$ cat config.mk
export PLATFORM = sky130hd
export DESIGN_NAME = rz_word_tx
export DESIGN_NICKNAME = d
export VERILOG_FILES = /design/src/rtl/rz_tx_pkg.sv /design/src/rtl/rz_ref_tick.sv /design/src/rtl/rz_bit_seq.sv /design/src/rtl/rz_line_enc.sv /design/src/rtl/rz_word_tx.sv
export SDC_FILE = /design/constraint.sdc
export NUM_CORES = 1
export LEC_CHECK = 0
export BUFFER_PORTS_ARGS = -buffer_cell sky130_fd_sc_hd__buf_2
export CAP_MARGIN = 20
export CORE_ASPECT_RATIO = 0.75
export CORE_MARGIN = 4
export CORE_UTILIZATION = 55
export DETAILED_ROUTE_END_ITERATION = 12
export GPL_ROUTABILITY_DRIVEN = 1
export PLACE_DENSITY_LB_ADDON = 0.08
export SYNTH_ARGS = -nofsm -noshare
export SYNTH_HDL_FRONTEND = slang
export SYNTH_SLANG_ARGS = --single-unit
$ cat constraint.sdc
create_clock -name clk -period 4.22 [get_ports clk]
set_input_delay 0.422 -clock clk [delete_from_list [all_inputs] [get_ports clk]]
set_output_delay 0.422 -clock clk [all_outputs]
set_load 0.1 [all_outputs]
$ cat src/rtl/rz_tx_pkg.sv
package rz_tx_pkg;

  typedef enum logic [1:0] {
    SYM_NULL = 2'd0,
    SYM_HI   = 2'd1,
    SYM_LO   = 2'd2
  } line_sym_e;

endpackage

$ cat src/rtl/rz_ref_tick.sv
module rz_ref_tick #(
  parameter int SYNC_STAGES = 2
) (
  input  logic clk,
  input  logic rst,
  input  logic ref_clk_i,
  output logic tick_o
);

  logic [SYNC_STAGES-1:0] sync_q;
  logic                   prev_q;

  always_ff @(posedge clk) begin
    if (rst) begin
      sync_q <= '0;
      prev_q <= 1'b0;
    end else begin
      sync_q <= {sync_q[SYNC_STAGES-2:0], ref_clk_i};
      prev_q <= sync_q[SYNC_STAGES-1];
    end
  end

  assign tick_o = sync_q[SYNC_STAGES-1] & ~prev_q;


  tick_single_chk: assert property (@(posedge clk) disable iff (rst)
    tick_o |=> !tick_o);

endmodule

$ cat src/rtl/rz_bit_seq.sv
module rz_bit_seq #(
  parameter int WORD_W        = 32,
  parameter int TICKS_PER_BIT = 4,
  localparam int CNT_W        = $clog2(WORD_W) + 1,
  localparam int PH_W         = $clog2(TICKS_PER_BIT)
) (
  input  logic            clk,
  input  logic            rst,
  input  logic            tick_i,
  input  logic            load_i,
  input  logic [WORD_W-1:0] load_data_i,
  input  logic            start_i,
  output logic            running_o,
  output logic [PH_W-1:0] phase_o,
  output logic            bit_o,
  output logic            done_o
);

  localparam logic [CNT_W-1:0] LAST_BIT  = CNT_W'(WORD_W - 1);
  localparam logic [PH_W-1:0]  LAST_PH   = PH_W'(TICKS_PER_BIT - 1);

  logic              busy_q;
  logic              running_q;
  logic [PH_W-1:0]   phase_q;
  logic [CNT_W-1:0]  bit_cnt_q;
  logic [WORD_W-1:0] shreg_q;
  logic              done_q;
  logic              start_q;
  logic              start_edge;

  assign start_edge = start_i & ~start_q;

  always_ff @(posedge clk) begin
    if (rst) begin
      busy_q    <= 1'b0;
      running_q <= 1'b0;
      phase_q   <= '0;
      bit_cnt_q <= '0;
      shreg_q   <= '0;
      done_q    <= 1'b0;
      start_q   <= 1'b0;
    end else begin
      start_q <= start_i;
      if (!busy_q) begin
        if (load_i) shreg_q <= load_data_i;
        if (start_edge) begin
          busy_q    <= 1'b1;
          running_q <= 1'b0;
          phase_q   <= '0;
          bit_cnt_q <= '0;
          done_q    <= 1'b0;
        end
      end else if (tick_i) begin
        if (!running_q) begin
          running_q <= 1'b1;
          phase_q   <= '0;
        end else if (phase_q == LAST_PH) begin
          phase_q <= '0;
          shreg_q <= shreg_q >> 1;
          if (bit_cnt_q == LAST_BIT) begin
            busy_q    <= 1'b0;
            running_q <= 1'b0;
            done_q    <= 1'b1;
          end else begin
            bit_cnt_q <= bit_cnt_q + 1'b1;
          end
        end else begin
          phase_q <= phase_q + 1'b1;
        end
      end
    end
  end

  assign running_o = running_q;
  assign phase_o   = phase_q;
  assign bit_o     = shreg_q[0];
  assign done_o    = done_q;


  cnt_range_chk: assert property (@(posedge clk) disable iff (rst)
    bit_cnt_q <= LAST_BIT);


  done_rise_chk: assert property (@(posedge clk) disable iff (rst)
    $rose(done_q) |-> ($past(bit_cnt_q) == LAST_BIT && $past(tick_i)));


  done_clear_chk: assert property (@(posedge clk) disable iff (rst)
    $fell(done_q) |-> $past(start_edge));


  shreg_hold_chk: assert property (@(posedge clk) disable iff (rst)
    (busy_q && !tick_i) |=> $stable(shreg_q));


  no_restart_chk: assert property (@(posedge clk) disable iff (rst)
    (busy_q && start_edge && !tick_i) |=> ($stable(bit_cnt_q) && $stable(phase_q)));

endmodule

$ cat src/rtl/rz_line_enc.sv
module rz_line_enc
  import rz_tx_pkg::*;
#(
  parameter int TICKS_PER_BIT = 4,
  parameter int DRIVE_TICKS   = 2,
  localparam int PH_W         = $clog2(TICKS_PER_BIT)
) (
  input  logic            clk,
  input  logic            rst,
  input  logic            active_i,
  input  logic [PH_W-1:0] phase_i,
  input  logic            bit_i,
  output logic            hi_o,
  output logic            lo_o
);

  localparam logic [PH_W-1:0] DRV_END = PH_W'(DRIVE_TICKS);

  line_sym_e sym;

  always_comb begin
    sym = SYM_NULL;
    if (active_i && (phase_i < DRV_END)) sym = bit_i ? SYM_HI : SYM_LO;
  end

  always_ff @(posedge clk) begin
    if (rst) begin
      hi_o <= 1'b0;
      lo_o <= 1'b0;
    end else begin
      hi_o <= (sym == SYM_HI);
      lo_o <= (sym == SYM_LO);
    end
  end


  no_both_chk: assert property (@(posedge clk) disable iff (rst)
    !(hi_o && lo_o));


  idle_null_chk: assert property (@(posedge clk) disable iff (rst)
    !active_i |=> (!hi_o && !lo_o));


  null_half_chk: assert property (@(posedge clk) disable iff (rst)
    (active_i && phase_i >= DRV_END) |=> (!hi_o && !lo_o));


  drive_half_chk: assert property (@(posedge clk) disable iff (rst)
    (active_i && phase_i < DRV_END) |=> (hi_o == $past(bit_i) && lo_o == !$past(bit_i)));

endmodule

$ cat src/rtl/rz_word_tx.sv
module rz_word_tx #(
  parameter int WORD_W        = 32,
  parameter int TICKS_PER_BIT = 4,
  parameter int DRIVE_TICKS   = 2,
  parameter int SYNC_STAGES   = 2
) (
  input  logic              clk,
  input  logic              rst,
  input  logic              ref_clk_i,
  input  logic              load_i,
  input  logic [WORD_W-1:0] load_data_i,
  input  logic              start_i,
  output logic              drive_hi_o,
  output logic              drive_lo_o,
  output logic              word_done_o
);

  localparam int PH_W = $clog2(TICKS_PER_BIT);

  logic            tick;
  logic            running;
  logic [PH_W-1:0] phase;
  logic            cur_bit;

  rz_ref_tick #(.SYNC_STAGES(SYNC_STAGES)) tick_i (
    .clk(clk), .rst(rst), .ref_clk_i(ref_clk_i), .tick_o(tick)
  );

  rz_bit_seq #(.WORD_W(WORD_W), .TICKS_PER_BIT(TICKS_PER_BIT)) seq_i (
    .clk(clk), .rst(rst), .tick_i(tick),
    .load_i(load_i), .load_data_i(load_data_i), .start_i(start_i),
    .running_o(running), .phase_o(phase), .bit_o(cur_bit), .done_o(word_done_o)
  );

  rz_line_enc #(.TICKS_PER_BIT(TICKS_PER_BIT), .DRIVE_TICKS(DRIVE_TICKS)) enc_i (
    .clk(clk), .rst(rst), .active_i(running), .phase_i(phase), .bit_i(cur_bit),
    .hi_o(drive_hi_o), .lo_o(drive_lo_o)
  );


  done_quiet_chk: assert property (@(posedge clk) disable iff (rst)
    (word_done_o && $past(word_done_o)) |-> (!drive_hi_o && !drive_lo_o));

endmodule

==> impl_metrics.toml, run 1 <==
[placed_design]
io_buffer_count = 39
dp.cells = 304
place_area_mm2 = 0.002364
gp_congestion = 0.8451
dp_slack_ps = 2112
hpwlAfterDp_um = 2680

[critical_path]
cp-end-kind = "register"
criticalPathCategory = "reg2reg"
cp.required_ps = 4420
cp.arrival_ps = 2360
r2r_slack_ps = 2060
cp_cell_sequence = "ha_1, inv_1, o21ai_4, buf_4, nor2_1, a211oi_1"
slowest_delay_ps = 580
path_buf_inv = 2
critPathSlowestCell = "o21ai_4"
start_kind = "register"
crit_fanout = 34
critPathTopFamily = "compound AO/OA/AOI/OAI gates"

[sta]
max-slew-margin-rel_pct = 41.30
worstMarginPinSlew_ps = 880.5
rsz0062_at_grt = "false"
holdWs_ps = 366.7
min_period_ps = 2161
clock-skew-final_ps = 4.290
report.final.hold_viol_count = 0
fin_setup_tns_ps = 0
setup_ws_ps = 2059
period_share_pct = 51.22
setup_viol = 0
maxSlewViolCount = 0
max_freq_ghz = 0.4627

[global_route]
grt_pass1_vias = 1524
grt_first_pass_wirelength_um = 6782
use_met1_pct = 24.75
grt_use_met2_pct = 23.24
grtUsageMet3_pct = 4.335
antenna_found_initial = 0
grt.overflow.total = 0
grt_max_degree = 50
grt-busiest-layer = "met1"
grt_usage_pct = 16.71

[drt]
drtPass1Iterations = 4
ant_nets = 0
routedWlPerCell_um = 13.06
drt_iter0_markers = 146
vias_per_cell = 5.402
remaining_drc_errors = 0
routed_wl_um = 4061
route.vias.total = 1680

[yosys]
syn_area_per_cell_um2 = 9.464
synthArstFlopShare_pct = 0
ys_warn_count = 0
synth-seq-cells = 49
ys_seq_area_share_pct = 45.66
synth_cell_type_count = 36
netlist_instances = 227
synth_edf_count = 0
syn_nets = 266
synth_flop_cell = "dfxtp_1"
netlist_area_mm2 = 0.002148

[pwr]
fin_total_pwr_mw = 0.8991
power_frac_comb_pct = 13.4
p_clk_share_pct = 30.3
powerDensity_mw_per_mm2 = 367.0
swShare_pct = 24.74
seqPwrFrac_pct = 56.3
p_leak_nw = 0.9675
peakVddDrop_mv = 0.2589
intPower_mw = 0.6767
p_switching_mw = 0.2224

[clock_network]
cts_setup_buffers = 0
clock_latency_ps = 290
cts-root-buf = "clkbuf_8"
path_clk_slew_ps = 80
clkSinkCount = 49
cts_hold_buf = 0
tritoncts = "done"
clk_path_buf_depth = 2
htreeDepth = 2
numCtsBuffers = 5
cts_resized = 0

[finish]
fill_cells = 336
final_area_mm2 = 0.002450
post-route-util_pct = 66.06
drive_gt1_share_pct = 20.46
syn2layout_area_growth_pct = 14.04
multi_input_area_mm2 = 0.001099
register_area_um2 = 982.2
final_nets = 298
instances_no_fill = 311
num_antenna_cells = 0

[run]
cap_violations = 0

[floorplanning]
fp.dieH_um = 62.13
initial_utilization_pct = 57.93
coreArea_mm2 = 0.003709
rows = 19
pin_count = 40
die_w_um = 80.17
die_area_mm2 = 0.004980

[min_path]
hold_class = "in2reg"

[status]
status = "complete, no violations"
-- final cells by class --
cell class                      instances  area share [%]
Clock buffer                            7           3.524
Inverter                                2          0.3064
Multi-Input combinational cell        160           44.84
Sequential cell                        49           40.09
Tap cell                               52           2.656
Timing Repair Buffer                   41           8.580
-- cell usage after synthesis, drive strengths merged, types with 2 or more instances --
cell | n | area share [%]
dfxtp | 49 | 46
buf | 7 | 1.6
nand4 | 2 | 0.58
o21a | 2 | 0.70
nand3 | 5 | 1.2
a211oi | 33 | 12
nand2b | 2 | 0.58
nand2 | 7 | 1.2
nor4 | 2 | 0.58
o21ai | 3 | 0.87
a21oi | 4 | 0.93
mux2i | 32 | 15
nor3 | 3 | 0.70
a31oi | 2 | 0.58
inv | 2 | 0.35
nor2b | 4 | 1.2
ha | 2 | 1.2
nor2 | 41 | 7.2
clkbuf | 9 | 1.6
-- flip-flops by register name, summed over array words and instances, names as in the netlist --
name,flops
enc_i.hi_o,1
enc_i.lo_o,1
seq_i.bit_cnt_q,6
seq_i.busy_q,1
seq_i.done_o,1
seq_i.phase_o,2
seq_i.running_o,1
seq_i.shreg_q,32
seq_i.start_q,1
tick_i.prev_q,1
tick_i.sync_q,2
-- worst paths after layout --
kind                                 start                        endpoint  cells past startpoint
max reg2reg  seq_i.phase_o[1]$_SDFFE_PP0P_  seq_i.shreg_q[22]$_SDFFE_PP0P_                      6
min                              ref_clk_i     tick_i.sync_q[0]$_SDFF_PP0_                      2
max          seq_i.phase_o[1]$_SDFFE_PP0P_  seq_i.shreg_q[22]$_SDFFE_PP0P_                      6
min reg2reg  seq_i.shreg_q[0]$_SDFFE_PP0P_           enc_i.lo_o$_SDFF_PP0_                      1
-- layer usage --
metal / up-vias / wire length, µm
li1: 889 / -
met1: 743 / 2123
met2: 40 / 1675
met3: 8 / 219
met4: 0 / 42
met5: - / 0
-- kinds of logic (layout without fill, tap and decap cells) --
logic type / count (synthesis) / in the layout / synth area share [%]
AND/OR/NAND/NOR: 78 / 78 / 18.35
multiplexers: 33 / 33 / 15.43
flip-flops: 49 / 49 / 45.66
AO/OA/AOI/OAI: 47 / 47 / 15.84
buffers and inverters: 18 / 50 / 3.553
adder cells (fa/ha/maj): 2 / 2 / 1.165
-- cell usage in the layout (no fill, tap or decap), types with 4 or more instances in the layout --
cell	count
a21oi_1	4
dfxtp_1	48
nor2b_1	4
buf_2	39
nand3_1	5
a211oi_1	33
nand2_1	7
mux2i_1	32
clkbuf_8	6
nor2_1	41
-- power groups by stage --
| stage | clock network, mW | registers (mW) | logic [mW] |
|---|---|---|---|
| finish | 0.273 | 0.506 | 0.121 |
| global route | 0.301 | 0.510 | 0.135 |
| CTS | 0.281 | 0.506 | 0.121 |
| detailed placement | 0 | 0.517 | 0.120 |
| global placement | 0 | 0.517 | 0.118 |
| floorplan | 0 | 0.513 | 0.0909 |
No activity file was read; power rests on OpenSTA's default activity.
==> run 2: changes to the inputs <==
Settings changed: ABC_AREA from default to 1.
Clock period 4.22 ns to 2.2 ns, I/O delays scaled along.
==> run 2 against run 1 <==
Net effect: critical path type unchanged; final area increased by 4.6%; final cell count increased by 41%; sequential power increased by 92%; register-to-register slack got worse by 1600 ps; largest power group unchanged; sequential share of layout area shrank 1.8 points; hold slack worse by 230 ps; area after synthesis rose by 5.1%; critical endpoint is now seq_i.shreg_q[17]$_SDFFE_PP0P_; setup slack worse by 1600 ps; flip-flop and latch count unchanged; count of clock-buffer cells in the layout decreased by 2.
==> impl_metrics.toml, run 2 <==
[status]
status = "complete, no violations"

[placed_design]
hpwlAfterDp_um = 3287
dp_slack_ps = 515.1
io_buffer_count = 39
gp_congestion = 0.8379

[sta]
period_share_pct = 77.11
maxSlewViolCount = 0
max_freq_ghz = 0.5895
holdWs_ps = 136.2
rsz0062_at_grt = "false"
clock-skew-final_ps = 6.107
max-slew-margin-rel_pct = 58.96
setup_viol = 0
setup_ws_ps = 503.6
min_period_ps = 1696
fin_setup_tns_ps = 0
report.final.hold_viol_count = 0
worstMarginPinSlew_ps = 614.9

[yosys]
synth_cell_type_count = 21
synth_area_leaders = "dfxtp_1 (43%), nand2_1 (20%), nor2_1 (13%)"
syn_area_per_cell_um2 = 6.416
syn_nets = 391
ys_seq_area_share_pct = 43.43
synth_edf_count = 0
synth_flop_cell = "dfxtp_1"
netlist_area_mm2 = 0.002258
ys_warn_count = 0
synthAdderAreaFrac_pct = 1.108
synth.top_cell.area_share_pct = 43.43
yosys.cell_count.top_type = "nand2_1"
synth_compound_area_share_pct = 10.30
synth_top_family_by_area = "simple AND/OR/NAND/NOR gates"
synth_simple_gate_area_share_pct = 38.17
synthXorXnorAreaFrac_pct = 0
synth_top_cell_by_area = "dfxtp_1"
synthArstFlopShare_pct = 0
synth_commonest_cells = "nand2_1 (122), nor2_1 (77), dfxtp_1 (49)"
synth-seq-cells = 49
muxShareOfSynthArea_pct = 0
netlist_instances = 352

[drt]
drt_iter0_markers = 175
route.vias.total = 2181
vias_per_cell = 4.979
remaining_drc_errors = 0
drtPass1Iterations = 4
routed_wl_um = 4873
routedWlPerCell_um = 11.13
ant_nets = 0

[floorplanning]
pin_count = 40
die_area_mm2 = 0.005206
initial_utilization_pct = 59.38
fp.dieH_um = 63.50
coreArea_mm2 = 0.003804
rows = 19
die_w_um = 81.99

[clock_network]
clock_latency_ps = 290
cts_setup_buffers = 0
path_clk_slew_ps = 80
cts_resized = 0
numCtsBuffers = 5
clkSinkCount = 49
cts-root-buf = "clkbuf_8"
cts_hold_buf = 0
clk_path_buf_depth = 2
htreeDepth = 2
tritoncts = "done"

[pwr]
p_leak_nw = 1.291
fin_total_pwr_mw = 1.697
powerDensity_mw_per_mm2 = 662.4
peakVddDrop_mv = 0.4278

[global_route]
grt_first_pass_wirelength_um = 8114
antenna_found_initial = 0
grt.overflow.total = 0
grt_usage_pct = 19.41
grt_pass1_vias = 1796
grt_max_degree = 35

[critical_path]
crit_path_frequent_cell = "nor2_1"
crit_fanout = 22
r2r_slack_ps = 500
cp.required_ps = 2430
critPathSlowestCell = "a21oi_2"
criticalPathCategory = "reg2reg"
start_kind = "register"
cp.arrival_ps = 1930
cp_cell_sequence = "ha_1, nand2_1, nor2_2, a21oi_2, buf_4, nor2_1, nor2_1"
slowest_delay_ps = 390
cp-end-kind = "register"

[finish]
final_common_cell = "nand2_1"
post-route-util_pct = 67.37
regMostFlops = "seq_i.shreg_q"
final_nets = 426
syn2layout_area_growth_pct = 13.46
largest_reg_flops = 32
num_antenna_cells = 0
most-common-layout-cells = "nand2_1 (122), nor2_1 (77), dfxtp_1 (49), buf_2 (39), o21ai_0 (22)"
fill_cells = 369
top_regs = "seq_i.shreg_q (32), seq_i.bit_cnt_q (6)"
drive_gt1_share_pct = 14.51

[min_path]
hold_class = "in2reg"

[run]
cap_violations = 0
run 2: cell types whose count changed after synthesis, moves of 5 or more:
cell,delta
a211oi_1,-33
a21oi_1,+6
inv_1,+16
mux2i_1,-32
nand2_1,+115
nand3_1,+5
nor2_1,+36
o21ai_0,+20
o21ai_1,+11
run 2: worst max-delay path, delay by kind of cell (launching register included):
family	cells	cell delay [ps]
fa+ha+maj	1	220
simple gates	4	330
flops	1	350
buf+inv	1	350
compound gates	1	390
run 2: layout make-up:
type	instances	area [µm²]	area share, %
timing repair buffer	45	247.7	9.668
clock buffer	5	68.82	2.686
inverter	20	75.07	2.930
multi-input combinational	266	1120	43.70
clock inverter	1	5.005	0.1953
tap	52	65.06	2.539
sequential	49	980.9	38.28
run 2: routing by layer:
metal | up-vias | wire length (µm) | track usage, %
met5 | - | 0 | 0
met4 | 0 | 65 | 6.846
met3 | 7 | 231 | 4.558
met2 | 48 | 2129 | 27.62
met1 | 956 | 2447 | 28.21
li1 | 1170 | - | -
run 2: through the flow:
| stage | cells | cell area [µm²] |
|---|---|---|
| global route | 438 | 2562 |
| floorplan | 352 | 2258 |
| CTS | 438 | 2562 |
| detailed placement | 432 | 2489 |
| global placement | 431 | 2474 |
| finish | 438 | 2562 |
run 2: path summary, 6_finish.rpt:
| check | startpoint | end | cells after the start |
|---|---|---|---|
| setup / recovery | seq_i.phase_o[1]$_SDFFE_PP0P_ | seq_i.shreg_q[17]$_SDFFE_PP0P_ | 7 |
| hold / removal | ref_clk_i | tick_i.sync_q[0]$_SDFF_PP0_ | 3 |
| setup reg to reg | seq_i.phase_o[1]$_SDFFE_PP0P_ | seq_i.shreg_q[17]$_SDFFE_PP0P_ | 7 |
| hold reg to reg | tick_i.sync_q[0]$_SDFF_PP0_ | tick_i.sync_q[1]$_SDFF_PP0_ | 2 |
run 2: kinds of logic after synthesis:
family	Yosys count
and+or+nand+nor	219
DFF	49
AOI/OAI and AO/OA	45
buffers and inverters	37
adders and majority gates	2
run 2: power breakdown:
group	total [mW]	internal, mW	switching (mW)
Sequential	0.970	0.942	0.0284
Clock	0.479	0.210	0.270
Combinational	0.248	0.0941	0.154
==> run 3: changes to the inputs <==
Settings changed: ABC_AREA 1 to 0, CORE_UTILIZATION 55 to 49.
Clock period 2.2 ns to 1.4 ns, I/O delays scaled along.
==> run 3 against run 2 <==
Net effect: the flow now finishes with violations (negative setup slack); sequential power increased by 58%; setup slack got worse by 600 ps; critical path depth decreased by 2; count of clock-buffer cells in the layout unchanged; global-route usage decreased by 0.63 points; largest cell class unchanged.
==> impl_metrics.toml, run 3 (synthesized netlist as in run 1, its figures left out) <==
[status]
status = "finished with violations"
violations = "negative setup slack"

[critical_path]
r2r_slack_ps = -90
cp-end-kind = "register"
crit_fanout = 2
r2r-start = "seq_i.phase_o[0]$_SDFFE_PP0P_"
cp.arrival_ps = 1740
r2r-end = "seq_i.bit_cnt_q[5]$_SDFFE_PP0P_"
cp.required_ps = 1650
criticalPathCategory = "reg2reg"
start_kind = "register"
rr_worst_depth = 5

[global_route]
antenna_found_initial = 0
grt_max_degree = 28
use_met1_pct = 27.09
grt_first_pass_wirelength_um = 8424
grt_usage_pct = 18.78
grt_use_met2_pct = 28.05
grtUsageMet3_pct = 4.762
grt-busiest-layer = "met2"
grt.overflow.total = 0
grt_pass1_vias = 1796

[finish]
regMostFlops = "seq_i.shreg_q"
most-common-layout-cells = "dfxtp_1 (42), buf_2 (39), mux2i_1 (32), nor2_1 (31), a211oi_2 (27)"
final_common_cell = "dfxtp_1"
num_antenna_cells = 0
drive_gt1_share_pct = 49.67
instances_no_fill = 355
top_regs = "seq_i.shreg_q (32), seq_i.bit_cnt_q (6)"
largest_reg_flops = 32
final_nets = 338
syn2layout_area_growth_pct = 49.10

[drt]
ant_nets = 0
vias_per_cell = 5.659
drtPass1Iterations = 4
remaining_drc_errors = 0
routed_wl_um = 5736
route.vias.total = 2009
routedWlPerCell_um = 16.16
drt_iter0_markers = 145

[sta]
period_share_pct = 106.6
setup_ws_ps = -93.04
max-slew-margin-rel_pct = 67.72
report.final.hold_viol_count = 0
setup_viol = 27
maxSlewViolCount = 0
max_freq_ghz = 0.6698
clock-skew-final_ps = 13.30
rsz0062_at_grt = "true"
worstMarginPinSlew_ps = 487.6
min_period_ps = 1493

[floorplanning]
initial_utilization_pct = 52.03
rows = 20
die_w_um = 84.46
pin_count = 40
coreArea_mm2 = 0.004129
fp.dieH_um = 65.35
die_area_mm2 = 0.005519

[clock_network]
htreeDepth = 2
path_clk_slew_ps = 100
clkSinkCount = 49
tritoncts = "done"
clk_path_buf_depth = 2
clock_latency_ps = 300
numCtsBuffers = 5
cts-root-buf = "clkbuf_8"

[placed_design]
dp.cells = 330
gp_congestion = 0.8391
hpwlAfterDp_um = 3266
dp_slack_ps = -81.05
io_buffer_count = 39

[pwr]
peakVddDrop_mv = 0.5492
p_leak_nw = 1.297
powerDensity_mw_per_mm2 = 988.0

[min_path]
hold_depth = 2
hold_end = "tick_i.sync_q[0]$_SDFF_PP0_"
hold_class = "in2reg"
hp-start = "ref_clk_i"

[run]
cap_violations = 0
## run 3: per-stage QoR
stage	hold slack (ps)	setup TNS [ps]	cell area (µm²)	power, mW	util [%]
finish	38.54	-1277	3203	3.165	77.58
global route	33.33	-3449	3203	3.314	77.58
CTS	32.94	-951.4	2784	3.013	67.42
detailed placement	353.8	-1191	2587	1.964	62.67
global placement	348.4	-182.4	2587	1.955	62.67
floorplan	268.2	-95.52	2173	1.822	-
## run 3: worst max-delay path: stages (launching register included)
cell and delay (ps):
dfxtp_2 370, ha_4 140, inv_2 40, or4_4 510, mux2_4 300, nor2_1 80
## run 3: worst max path at each step
stage                                       start                              end  cells after the start
floorplan           seq_i.phase_o[1]$_SDFFE_PP0P_  seq_i.bit_cnt_q[5]$_SDFFE_PP0P_                      5
global route        seq_i.phase_o[0]$_SDFFE_PP0P_   seq_i.shreg_q[15]$_SDFFE_PP0P_                      8
detailed placement  seq_i.phase_o[1]$_SDFFE_PP0P_   seq_i.shreg_q[15]$_SDFFE_PP0P_                      7
finish              seq_i.phase_o[0]$_SDFFE_PP0P_  seq_i.bit_cnt_q[5]$_SDFFE_PP0P_                      5
CTS                 seq_i.phase_o[1]$_SDFFE_PP0P_  seq_i.bit_cnt_q[5]$_SDFFE_PP0P_                      5
global placement          seq_i.busy_q$_SDFF_PP0_  seq_i.bit_cnt_q[2]$_SDFFE_PP0P_                      4
## run 3: power by group
group / internal (mW) / leakage (nW) / switching [mW]
clock network: 0.535 / 0.0543 / 0.480
logic: 0.322 / 0.836 / 0.298
registers: 1.48 / 0.407 / 0.0546
## run 3: area by class of cell
class	count	area, µm²
repair buffers	81	676.9
clock buffers	5	68.82
multi-input cells	160	1338
inverters	2	7.507
flip-flops and latches	49	997.2
well taps	55	68.82
clock inverters	3	46.29
fillers	269	925.9
## run 3: timing repair
item	in CTS	in global routing
cloned	1	6
buffers inserted	4	7
pin swaps	2	16
hold buffers	0	0
gates resized for setup	9	61
setup endpoints to repair	36	42
## run 3: layer usage
layer  wire length [µm]  vias up
met5                  0        -
met4                 19        0
met2               2616       71
met1               2720      970
met3                381        2
li1                   -      966
